$ cat src/rtl/dmac_pkg.sv
package dmac_pkg;
  typedef enum logic [1:0] {
    ST_IDLE = 2'd0,
    ST_READ = 2'd1,
    ST_WRITE = 2'd2,
    ST_DEAD = 2'd3
  } dmac_state_e;

  localparam logic [2:0] REG_CTRL = 3'd0;
  localparam logic [2:0] REG_CNT  = 3'd1;
  localparam logic [2:0] REG_SRC  = 3'd2;
  localparam logic [2:0] REG_DST  = 3'd3;
  localparam logic [2:0] REG_MASK = 3'd4;
  localparam logic [2:0] REG_EVCLR = 3'd5;
endpackage

$ cat src/rtl/dmac_regs.sv
module dmac_regs #(
  parameter int DW = 16,
  parameter int AW = 16,
  parameter int CW = 8
) (
  input  logic          clk,
  input  logic          rst_n,
  input  logic          cfg_we,
  input  logic [2:0]    cfg_addr,
  input  logic [DW-1:0] cfg_wdata,
  input  logic          idle,
  input  logic          done_set,
  input  logic          err_set,
  output logic          start,
  output logic [CW-1:0] cnt_cfg,
  output logic [AW-1:0] src_cfg,
  output logic [AW-1:0] dst_cfg,
  output logic          sd_mode,
  output logic          tc_en,
  output logic [1:0]    events,
  output logic          irq
);
  import dmac_pkg::*;

  logic [CW-1:0] cnt_q, cnt_d;
  logic [AW-1:0] src_q, src_d, dst_q, dst_d;
  logic          sd_q, sd_d, tc_q, tc_d;
  logic [1:0]    mask_q, mask_d, ev_q, ev_d;
  logic          wr_idle;

  assign wr_idle = cfg_we && idle;

  always_comb begin
    cnt_d  = cnt_q;
    src_d  = src_q;
    dst_d  = dst_q;
    sd_d   = sd_q;
    tc_d   = tc_q;
    mask_d = mask_q;
    ev_d   = ev_q;
    if (wr_idle && cfg_addr == REG_CNT) cnt_d = cfg_wdata[CW-1:0];
    if (wr_idle && cfg_addr == REG_SRC) src_d = cfg_wdata[AW-1:0];
    if (wr_idle && cfg_addr == REG_DST) dst_d = cfg_wdata[AW-1:0];
    if (wr_idle && cfg_addr == REG_CTRL) begin
      sd_d = cfg_wdata[1];
      tc_d = cfg_wdata[2];
    end
    if (cfg_we && cfg_addr == REG_MASK) mask_d = cfg_wdata[1:0];
    if (cfg_we && cfg_addr == REG_EVCLR) ev_d = ev_q & ~cfg_wdata[1:0];
    if (done_set) ev_d[0] = 1'b1;
    if (err_set)  ev_d[1] = 1'b1;
  end

  always_ff @(posedge clk or negedge rst_n) begin
    if (!rst_n) begin
      cnt_q  <= '0;
      src_q  <= '0;
      dst_q  <= '0;
      sd_q   <= 1'b0;
      tc_q   <= 1'b0;
      mask_q <= '0;
      ev_q   <= '0;
    end else begin
      cnt_q  <= cnt_d;
      src_q  <= src_d;
      dst_q  <= dst_d;
      sd_q   <= sd_d;
      tc_q   <= tc_d;
      mask_q <= mask_d;
      ev_q   <= ev_d;
    end
  end

  assign start   = wr_idle && cfg_addr == REG_CTRL && cfg_wdata[0] && (cnt_q != '0);
  assign cnt_cfg = cnt_q;
  assign src_cfg = src_q;
  assign dst_cfg = dst_q;
  assign sd_mode = sd_q;
  assign tc_en   = tc_q;
  assign events  = ev_q;
  assign irq     = |(ev_q & mask_q);
endmodule

$ cat src/rtl/dmac_seq.sv
module dmac_seq #(
  parameter int DW = 16,
  parameter int AW = 16,
  parameter int CW = 8
) (
  input  logic          clk,
  input  logic          rst_n,
  input  logic          start,
  input  logic [CW-1:0] cnt_cfg,
  input  logic [AW-1:0] src_cfg,
  input  logic [AW-1:0] dst_cfg,
  input  logic          sd_mode,
  input  logic          tc_en,
  input  logic [DW-1:0] bus_rdata,
  input  logic          bus_ack,
  input  logic          bus_err,
  output logic          bus_req,
  output logic          bus_we,
  output logic [AW-1:0] bus_addr,
  output logic [DW-1:0] bus_wdata,
  output logic          pdack,
  output logic          tc_out,
  output logic          idle,
  output logic          dead,
  output logic          done_set,
  output logic          err_set
);
  import dmac_pkg::*;

  dmac_state_e   state_q, state_d;
  logic [CW-1:0] cnt_q, cnt_d;
  logic [AW-1:0] src_q, src_d, dst_q, dst_d;
  logic [DW-1:0] hold_q, hold_d;
  logic          hold_en;

  always_comb begin
    state_d  = state_q;
    cnt_d    = cnt_q;
    src_d    = src_q;
    dst_d    = dst_q;
    hold_d   = hold_q;
    hold_en  = 1'b0;
    done_set = 1'b0;
    err_set  = 1'b0;
    unique case (state_q)
      ST_IDLE: if (start) begin
        state_d = ST_READ;
        cnt_d   = cnt_cfg;
        src_d   = src_cfg;
        dst_d   = dst_cfg;
      end
      ST_READ: if (bus_err) begin
        state_d = ST_DEAD;
        hold_d  = '0;
        hold_en = 1'b1;
        err_set = 1'b1;
      end else if (bus_ack) begin
        state_d = ST_WRITE;
        hold_d  = bus_rdata;
        hold_en = 1'b1;
      end
      ST_WRITE: if (bus_err) begin
        state_d = ST_DEAD;
        hold_d  = '0;
        hold_en = 1'b1;
        err_set = 1'b1;
      end else if (bus_ack) begin
        cnt_d = cnt_q - 1'b1;
        src_d = src_q + 1'b1;
        dst_d = dst_q + 1'b1;
        if (cnt_q == CW'(1)) begin
          state_d  = ST_IDLE;
          done_set = 1'b1;
        end else begin
          state_d = ST_READ;
        end
      end
      default: state_d = ST_DEAD;
    endcase
  end

  always_ff @(posedge clk or negedge rst_n) begin
    if (!rst_n) begin
      state_q <= ST_IDLE;
      cnt_q   <= '0;
      src_q   <= '0;
      dst_q   <= '0;
    end else begin
      state_q <= state_d;
      cnt_q   <= cnt_d;
      src_q   <= src_d;
      dst_q   <= dst_d;
    end
  end

  always_ff @(posedge clk or negedge rst_n) begin
    if (!rst_n)       hold_q <= '0;
    else if (hold_en) hold_q <= hold_d;
  end

  assign bus_req   = (state_q == ST_READ) || (state_q == ST_WRITE);
  assign bus_we    = (state_q == ST_WRITE);
  assign bus_addr  = bus_we ? dst_q : src_q;
  assign bus_wdata = hold_q;
  assign pdack     = !bus_err && (((state_q == ST_READ) && !sd_mode) ||
                                  ((state_q == ST_WRITE) && sd_mode));
  assign tc_out    = tc_en && bus_req;
  assign idle      = (state_q == ST_IDLE);
  assign dead      = (state_q == ST_DEAD);
endmodule

$ cat src/rtl/dma_abort_ctrl.sv
module dma_abort_ctrl #(
  parameter int DW = 16,
  parameter int AW = 16,
  parameter int CW = 8
) (
  input  logic          clk,
  input  logic          rst_n,
  input  logic          cfg_we,
  input  logic [2:0]    cfg_addr,
  input  logic [DW-1:0] cfg_wdata,
  output logic          bus_req,
  output logic          bus_we,
  output logic [AW-1:0] bus_addr,
  output logic [DW-1:0] bus_wdata,
  output logic          bus_oe,
  input  logic [DW-1:0] bus_rdata,
  input  logic          bus_ack,
  input  logic          bus_err,
  output logic          pdack,
  output logic          tc_out,
  output logic          busy,
  output logic          dead,
  output logic          evt_done,
  output logic          evt_err,
  output logic          irq
);
  logic          rst_meta, rst_sync;
  logic          start, idle, done_set, err_set, sd_mode, tc_en;
  logic [CW-1:0] cnt_cfg;
  logic [AW-1:0] src_cfg, dst_cfg;
  logic [1:0]    events;

  always_ff @(posedge clk or negedge rst_n) begin
    if (!rst_n) begin
      rst_meta <= 1'b0;
      rst_sync <= 1'b0;
    end else begin
      rst_meta <= 1'b1;
      rst_sync <= rst_meta;
    end
  end

  dmac_regs #(.DW(DW), .AW(AW), .CW(CW)) i_regs (
    .clk(clk), .rst_n(rst_sync), .cfg_we(cfg_we), .cfg_addr(cfg_addr),
    .cfg_wdata(cfg_wdata), .idle(idle), .done_set(done_set), .err_set(err_set),
    .start(start), .cnt_cfg(cnt_cfg), .src_cfg(src_cfg), .dst_cfg(dst_cfg),
    .sd_mode(sd_mode), .tc_en(tc_en), .events(events), .irq(irq)
  );

  dmac_seq #(.DW(DW), .AW(AW), .CW(CW)) i_seq (
    .clk(clk), .rst_n(rst_sync), .start(start), .cnt_cfg(cnt_cfg),
    .src_cfg(src_cfg), .dst_cfg(dst_cfg), .sd_mode(sd_mode), .tc_en(tc_en),
    .bus_rdata(bus_rdata), .bus_ack(bus_ack), .bus_err(bus_err),
    .bus_req(bus_req), .bus_we(bus_we), .bus_addr(bus_addr),
    .bus_wdata(bus_wdata), .pdack(pdack), .tc_out(tc_out), .idle(idle),
    .dead(dead), .done_set(done_set), .err_set(err_set)
  );

  assign bus_oe   = bus_req;
  assign busy     = bus_req;
  assign evt_done = events[0];
  assign evt_err  = events[1];
endmodule

$ cat config.mk
export PLATFORM = sky130hd
export DESIGN_NAME = dma_abort_ctrl
export DESIGN_NICKNAME = d
export VERILOG_FILES = /design/src/rtl/dmac_pkg.sv /design/src/rtl/dmac_regs.sv /design/src/rtl/dmac_seq.sv /design/src/rtl/dma_abort_ctrl.sv
export SDC_FILE = /design/constraint.sdc
export NUM_CORES = 1
export LEC_CHECK = 0
export BUFFER_PORTS_ARGS = -buffer_cell sky130_fd_sc_hd__buf_4
export CAP_MARGIN = 20
export CORE_MARGIN = 5
export CORE_UTILIZATION = 45
export CTS_BUF_LIST = sky130_fd_sc_hd__clkbuf_8
export CTS_CLUSTER_SIZE = 8
export DETAILED_ROUTE_END_ITERATION = 10
export PLACE_DENSITY_LB_ADDON = 0.2
export SYNTH_ARGS = -nofsm -noshare
export SYNTH_HDL_FRONTEND = slang
export SYNTH_SLANG_ARGS = --single-unit
$ cat constraint.sdc
create_clock -name clk -period 8.7 [get_ports clk]
set_input_delay 0.87 -clock clk [delete_from_list [all_inputs] [get_ports clk]]
set_output_delay 0.87 -clock clk [all_outputs]
set_load 0.01 [all_outputs]
# After elaboration in Yosys (flattened, before gate mapping)
# Cells that the tools add are included.
# Widths: inputs -> output; s select.
# word_totals
input_bits	40
out_inout_bits	42
ff_bits	106
elab_cells	101
# classes
reduce_logical	29
n_eq_ne	15
mux	36
n_bitwise	3
n_addsub	3
# ops
cell	n
$mux 16	10
$pmux 16 s2	3
$add 16x1->16 const B	2
$mux 8	3
$pmux 8 s2	1
$logic_and 1x1->1	13
$mux 2	6
$mux 1	11
$eq 8x1->1 const B	1
$ne 2x2->1 const B	4
$reduce_and 4->1	2
$reduce_bool 2->1	4
$reduce_bool 8->1	1
$sub 8x1->8 const B	1
$eq 3x2->1 const B	2
$eq 3x3->1 const B	2
$ne 3x3->1 const B	2
$pmux 2 s3	1
$and 2x2->2	2
$eq 2x2->1 const B	2
$reduce_or 2->1	2
$eq 3x1->1 const B	1
$logic_not 3->1	1
$reduce_and 3->1	1
other kinds (6)	8

# Depth between registers and ports, before layout
# Gate-level depths: netlist of the first run.
# logic_depth
depth_word	7
ltp_mapped	10
ltp_nobuf	7

# Hierarchy
# Synthesis of the first run repeated with hierarchy kept, for this count alone.
# hier_totals
hier_cells	549
hier_area_um2	5520.3
# modules_own_cells
mod	area_each_um2	cells_per_inst	seq_area_each_um2	instances
dmac_seq	3622.2	434	1451.4	1
dmac_regs	1829.3	110	1151.1	1
dma_abort_ctrl	68.8	5	50.0	1

# Worst setup path before layout of the first run
# OpenSTA, ideal clock, no wires.
# synth_path
path_kind	register -> output
start	register i_seq.state_q[0]
end	output port bus_addr[10]
path_buffers	3
t_arrival_ns	1.697
stages_incl_launch_ff	8
t_required_ns	7.830
setup_slack_ns	6.133
path_cell_list	dfrtp_1 > inv_1 > ha_1 > buf_4 > clkbuf_1 > clkbuf_1 > nand2_1 > o21ai_0
# synth_between
elab_chain_cells	2
# synth_lines
item	line_no	rtl
start: declaration	dmac_seq.sv:30	dmac_state_e state_q, state_d;
start signal: assignment	dmac_seq.sv:89	state_q <= state_d;
$eq 2x2->1	dmac_seq.sv:102	assign bus_we = (state_q == ST_WRITE);
named net bus_we	dma_abort_ctrl.sv:12	output logic bus_we,
$mux 16	dmac_seq.sv:103	assign bus_addr = bus_we ? dst_q : src_q;
end: declaration	dma_abort_ctrl.sv:13	output logic [AW-1:0] bus_addr,
# The timed path passes the listed nets, and every way through them passes these cells.

# Worst setup path in the final report of the first run
# layout_path
start	register i_seq.state_q[0]
end	register i_seq.dst_q[4]
# layout_between
elab_chain_cells	7
word_cells_on_any_way	12
cone_classes	eq/ne: 4; mux: 1; reduce/logical: 7
# layout_lines
item	line_no	rtl
$logic_not 2->1	dmac_seq.sv:45, dmac_seq.sv:108	
$logic_and 1x1->1	dmac_regs.sv:31	assign wr_idle = cfg_we && idle;
$logic_and 1x1->1 (3 in series)	dmac_regs.sv:74	assign start = wr_idle && cfg_addr == REG_CTRL && cfg_wdata[0] && (cnt_q != '0);
$ne 2x2->1 (no line)	--	
$reduce_and 4->1 (no line)	--	
end signal: assignment	dmac_seq.sv:92	dst_q <= dst_d;
end: declaration	dmac_seq.sv:32	logic [AW-1:0] src_q, src_d, dst_q, dst_d;
# Several ways; a longest one is shown, not always the timed one.
# A chain may end at the register's enable or synchronous reset.

==> results.yml, run 1 <==
run_status:
  status: "completed"
yosys:
  synth_flop_cell: "dfrtp_1"
  async_flop_share: 1.00
  synth_top_family_by_area: "simple AND/OR/NAND/NOR gates"
  synth_cell_types: 67
  yosysTopAreaCell: "dfrtp_1"
  synth-simple-area-share: 0.180
  synth.cell_area_mm2: 0.00560
  yosysSeqAreaShare: 0.474
  yosys.area_share.xor_xnor: 0
  yosys.area_share.adder: 0.0179
  synth_warnings: 0
  synth.top_cell.area_share: 0.474
  syn_area_per_cell_um2: 10.1
  synth.area.top_cells: "dfrtp_1 47%, mux2_2 10%, o21ai_0 4.4%"
  netlist_instances: 555
  synth_edf_count: 0
  synth_compound_area_frac: 0.166
  ys_seq_elements: 106
  synth_nets: 603
  synth.mux.area_fraction: 0.117
timing:
  slew_headroom: 0.308
  finClkSkew_ns: 0.0146
  fmax_mhz: 280
  grt_setup_unrepaired: "false"
  finalCritPeriodShare: 0.411
  hold_viol: 0
  final.setup.tns_ns: 0
  report.final.slew_viol_count: 0
  layout_min_cycle_time_ns: 3.58
  tightest_slew_ns: 1.04
  setup_viol: 0
final_layout:
  final_common_cell: "dfrtp_1"
  fin_cells: 791
  final_util: 0.535
  final_cell_mix: "105 x dfrtp_1, 84 x buf_4, 65 x nand2_1"
  area_growth_pct: 15.8
  final_layout_size_suffix_gt1_frac: 0.279
  nNetsFinal: 666
  fin_area_mm2: 0.00648
  diodes: 0
critical_path:
  crit_end: "i_seq.dst_q[4]$_DFFE_PN0P_"
  cp-startpoint: "i_seq.state_q[0]$_DFFE_PN0P_"
  timing.rr.start: "i_seq.state_q[0]$_DFFE_PN0P_"
  arrival_ns: 3.84
  worstPathRequired_ns: 8.96
  critPathLaunchType: "register"
  ff2ff_path_depth: 7
  rrSetupSlack_ns: 5.12
  path_class: "register to register"
  r2r-end: "i_seq.dst_q[4]$_DFFE_PN0P_"
  worstSetupEndpointType: "register"
  crit_path_max_fanout: 69
route:
  ant_nets: 0
  wire_per_inst_um: 18.5
  first_iter_violations: 396
  dr.pass1.iters: 5
  routed_wl_mm: 14.6
  dr_total_vias: 4634
  via_per_inst: 5.86
  drcViolationCount: 0
placement:
  port_buffers: 81
  gp_congestion: 0.902
  placed_area_mm2: 0.00626
  dp_hpwl_mm: 10.0
  placedCellCount: 774
grt:
  grt_max_degree: 85
  grt_pass1_wl_mm: 23.9
  grt.overflow.total: 0
  antenna_found_initial: 0
  grt_usage: 0.204
  grt_pass1_vias: 4568
clock_network:
  clk_pin_slew_worst_paths_ns: 0.10
  numCtsBuffers: 9
  clockBufferDepth: 2
  cts_root_buf: "clkbuf_8"
  cts_max_level: 3
  cts_hold_buf: 0
  cts_tree: "done"
  ctsResizeCount: 0
  clk_latency_ns: 0.39
  cts_sinks: 106
  post-cts-setup-buffer-count: 0
die:
  fp.dieArea_mm2: 0.0148
  die_w_um: 122
  start_util: 0.462
  row_count: 40
  die-height_um: 122
  io_pins: 82
  core_region_area_mm2: 0.0121
power_and_ir_drop:
  power.leakage_nw: 2.84
  max-vdd-ir-drop_mv: 0.215
  power_density_mw_per_mm2: 324
run:
  drv_cap: 0
hold_path:
  hp-class: "register to asynchronous set/reset pin"
[power breakdown]
part / total (W) / leakage, nW / switching [W] / internal (W)
logic: 0.000917 / 1.42 / 0.000498 / 0.000418
registers: 0.000871 / 1.32 / 0.000190 / 0.000681
clock network: 0.000310 / 0.105 / 0.000171 / 0.000139
[per-stage QoR]
| step | total power, W | hold slack (ns) | setup WS, ns |
|---|---|---|---|
| after detailed placement | 0.00180 | 0.215 | 5.17 |
| final | 0.00210 | 0.206 | 5.12 |
| after floorplan | 0.00147 | 0.331 | 5.53 |
| after global routing | 0.00225 | 0.227 | 4.90 |
| after CTS | 0.00211 | 0.216 | 5.15 |
| after global placement | 0.00176 | 0.208 | 5.34 |
[logic make-up (layout without fill, tap and decap cells)]
family	after synthesis	count (layout)
simple gates	192	192
compound gates	140	140
flops	106	106
mux	59	59
buf+inv	49	117
fa+ha+maj	8	8
other cells	1	1
[critical path, cell delays in order, from the launching register on]
cell,delay (ns)
dfrtp_1,0.41
inv_1,0.11
ha_2,0.17
buf_4,0.56
nand3b_1,0.45
nand2b_1,0.84
nand2_2,0.43
a221o_1,0.46
[metal layers]
metal | global-route usage | routed length, µm
met1 | 0.285 | 6640
met2 | 0.308 | 6610
met3 | 0.0671 | 1130
met4 | 0.0511 | 210
met5 | 0 | 0
[synthesized netlist by cell type, drive strengths merged, types with 4 or more instances]
master	n
a221o	9
inv	16
a22oi	4
o21ai	52
and2	6
mux2	52
o22ai	10
nand2b	4
nor2	33
nand2	67
nand3	15
or4	6
ha	8
and3	5
buf	19
nor3	16
o31ai	5
dfrtp	106
or3	4
o221ai	4
a21oi	19
a31oi	9
a211oi	9
mux2i	7
nand4	10
nor4	9
clkbuf	14
[cell type report]
type                    instances  area, µm²
clock buffers                  10        138
inverters                      16       60.1
clock inverters                 6       58.8
well taps                     168        210
flip-flops and latches        106       2660
multi-input cells             400       2700
repair buffers                 85        658
fillers                      1150       5630
[flip-flops by register name, indices dropped and copies added (netlist names)]
signal	cells
i_seq.bus_wdata	16
i_regs.cnt_cfg	8
i_seq.src_q	16
i_seq.state_q	2
i_regs.dst_cfg	16
i_regs.events	2
i_seq.cnt_q	8
i_seq.dst_q	16
i_regs.mask_q	2
i_regs.src_cfg	16
rst_sync	1
rst_meta	1
i_regs.sd_mode	1
i_regs.tc_en	1
[worst min-delay path by stage]
stage / endpoint / slack [ns]
floorplan: rst_sync$_DFF_PN0_ / 0.33
finish: i_seq.bus_wdata[15]$_DFFE_PN0P_ / 0.21
global route: rst_sync$_DFF_PN0_ / 0.23
CTS: i_seq.bus_wdata[15]$_DFFE_PN0P_ / 0.22
detailed placement: i_seq.state_q[1]$_DFFE_PN0P_ / 0.22
global placement: i_seq.state_q[1]$_DFFE_PN0P_ / 0.21
Power figures use the tool's default switching activity.
==> inputs of run 2 (changes only) <==
Clock period 8.7 ns to 3.63 ns, I/O delays scaled along.
==> run 2 against run 1 <==
Effect of this change:
- register-to-register slack got worse by 4.0 ns
- total power grew 140%
- critical endpoint is now i_seq.src_q[3]$_DFFE_PN0P_
- clock power is 110% higher
- critical path type unchanged
- highest routed layer unchanged
- sequential power rose by 140%
==> results.yml, run 2 (synthesized netlist as in run 1, its figures left out) <==
run_status:
  status: "completed"
timing:
  finClkSkew_ns: 0.0132
  hold_viol: 0
  setup_viol: 0
  final.setup.tns_ns: 0
  hold_slack_ns: 0.222
  fmax_mhz: 400
  layout_min_cycle_time_ns: 2.50
  tightest_slew_ns: 0.996
  grt_setup_unrepaired: "false"
  slew_headroom: 0.334
  finalCritPeriodShare: 0.689
  report.final.slew_viol_count: 0
critical_path:
  arrival_ns: 2.76
  path_class: "register to register"
  worstSetupEndpointType: "register"
  crit_path_max_fanout: 15
  critPathLaunchType: "register"
  cp_common_cell: "nand2_2"
  cp_top_family: "compound AO/OA/AOI/OAI gates"
  crit_path_top_delay_cell: "a221o_1"
  worstPathRequired_ns: 3.88
  crit_buf_inv: 1
  crit_chain: "inv_1 > ha_1 > and3b_4 > nand2_2 > o21ai_4 > nand2_2 > a221o_1"
  slowest_delay_ns: 0.43
route:
  drcViolationCount: 0
  dr_total_vias: 4718
  wl_met3_mm: 1.07
  via_per_inst: 5.93
  wl_met2_mm: 6.98
  ant_nets: 0
  routed_wl_mm: 14.9
  wire_per_inst_um: 18.8
  dr.pass1.iters: 5
  met1_length_mm: 6.64
  first_iter_violations: 399
  dr.max_layer_used: "met4"
final_layout:
  final_common_cell: "dfrtp_1"
  diodes: 0
  final_cell_mix: "105 x dfrtp_1, 91 x buf_4, 65 x nand2_1"
  area_growth_pct: 15.8
  nNetsFinal: 673
  final_layout_size_suffix_gt1_frac: 0.285
grt:
  grt.overflow.total: 0
  grt_pass1_wl_mm: 24.4
  antenna_found_initial: 0
  grt_pass1_vias: 4653
  grt_usage: 0.207
  grt_max_degree: 54
placement:
  port_buffers: 81
  dp_hpwl_mm: 10.5
  gp_congestion: 0.932
run:
  drv_cap: 0
power_and_ir_drop:
  power_density_mw_per_mm2: 768
  max-vdd-ir-drop_mv: 0.433
  power.leakage_nw: 2.85
clock_network:
  cts_root_buf: "clkbuf_8"
  cts_max_level: 3
  clk_pin_slew_worst_paths_ns: 0.10
  post-cts-setup-buffer-count: 0
  cts_tree: "done"
  clk_latency_ns: 0.38
  numCtsBuffers: 9
  ctsResizeCount: 0
  cts_sinks: 106
  clockBufferDepth: 2
hold_path:
  hp-class: "primary input to register"
die:
  core_region_area_mm2: 0.0121
  die-height_um: 122
  fp.dieArea_mm2: 0.0148
  start_util: 0.462
  die_w_um: 122
  io_pins: 82
  row_count: 40
run 2: changes by cell type in the layout (fill, tap and decap cells not counted), sizes merged:
cell / before / now
inv: 18 / 17
dlygate4sd3: 0 / 1
bufinv: 1 / 0
buf: 85 / 91
run 2: area by class of cell:
cell class,instances,area [µm²]
Timing Repair Buffer,92,693
Multi-Input combinational cell,400,2700
Tap cell,168,210
Sequential cell,106,2660
Fill cell,1174,5630
Clock buffer,10,138
Inverter,16,60.1
Clock inverter,4,21.3
run 2: worst paths after layout:
path | endpoint | slack, ns | depth (start not counted) | startpoint
max reg2reg | i_seq.src_q[3]$_DFFE_PN0P_ | 1.13 | 7 | i_seq.state_q[0]$_DFFE_PN0P_
max in group asynchronous | i_seq.dst_q[3]$_DFFE_PN0P_ | 2.41 | 1 | rst_sync$_DFF_PN0_
min | i_regs.src_cfg[10]$_DFFE_PN0P_ | 0.22 | 2 | cfg_wdata[10]
min in group asynchronous | rst_sync$_DFF_PN0_ | 0.31 | 2 | rst_n
min reg2reg | rst_sync$_DFF_PN0_ | 0.36 | 0 | rst_meta$_DFF_PN0_
max | i_seq.src_q[3]$_DFFE_PN0P_ | 1.13 | 7 | i_seq.state_q[0]$_DFFE_PN0P_
run 2: power breakdown:
group / switching (W) / leakage, nW / total (W) / internal, W
Clock: 0.000392 / 0.0852 / 0.000649 / 0.000257
Sequential: 0.000470 / 1.32 / 0.00210 / 0.00163
Combinational: 0.00120 / 1.45 / 0.00222 / 0.00103
Total: 0.00206 / 2.85 / 0.00498 / 0.00292
run 2: stage by stage:
step / cell area (µm²) / util / total power (W) / setup slack [ns] / std cells
4_1_cts: 6480 / 0.535 / 0.00501 / 1.14 / 796
2_1_floorplan: 5600 / - / 0.00353 / 0.459 / 555
5_1_grt: 6480 / 0.535 / 0.00534 / 0.951 / 796
3_3_place_gp: 6310 / 0.521 / 0.00428 / 1.19 / 781
3_5_place_dp: 6310 / 0.521 / 0.00435 / 1.16 / 781
6_report: 6480 / 0.535 / 0.00498 / 1.13 / 796
run 2: per-layer routing:
layer	vias to the layer above	track usage
met2	184	0.328
li1	2191	-
met3	20	0.0462
met4	0	0.0700
met5	-	0
met1	2323	0.283
run 2: timing repair:
action,in CTS,in global routing
endpoints found under the setup margin,0,0
hold buffers,1,0
endpoints found under the hold margin,2,0
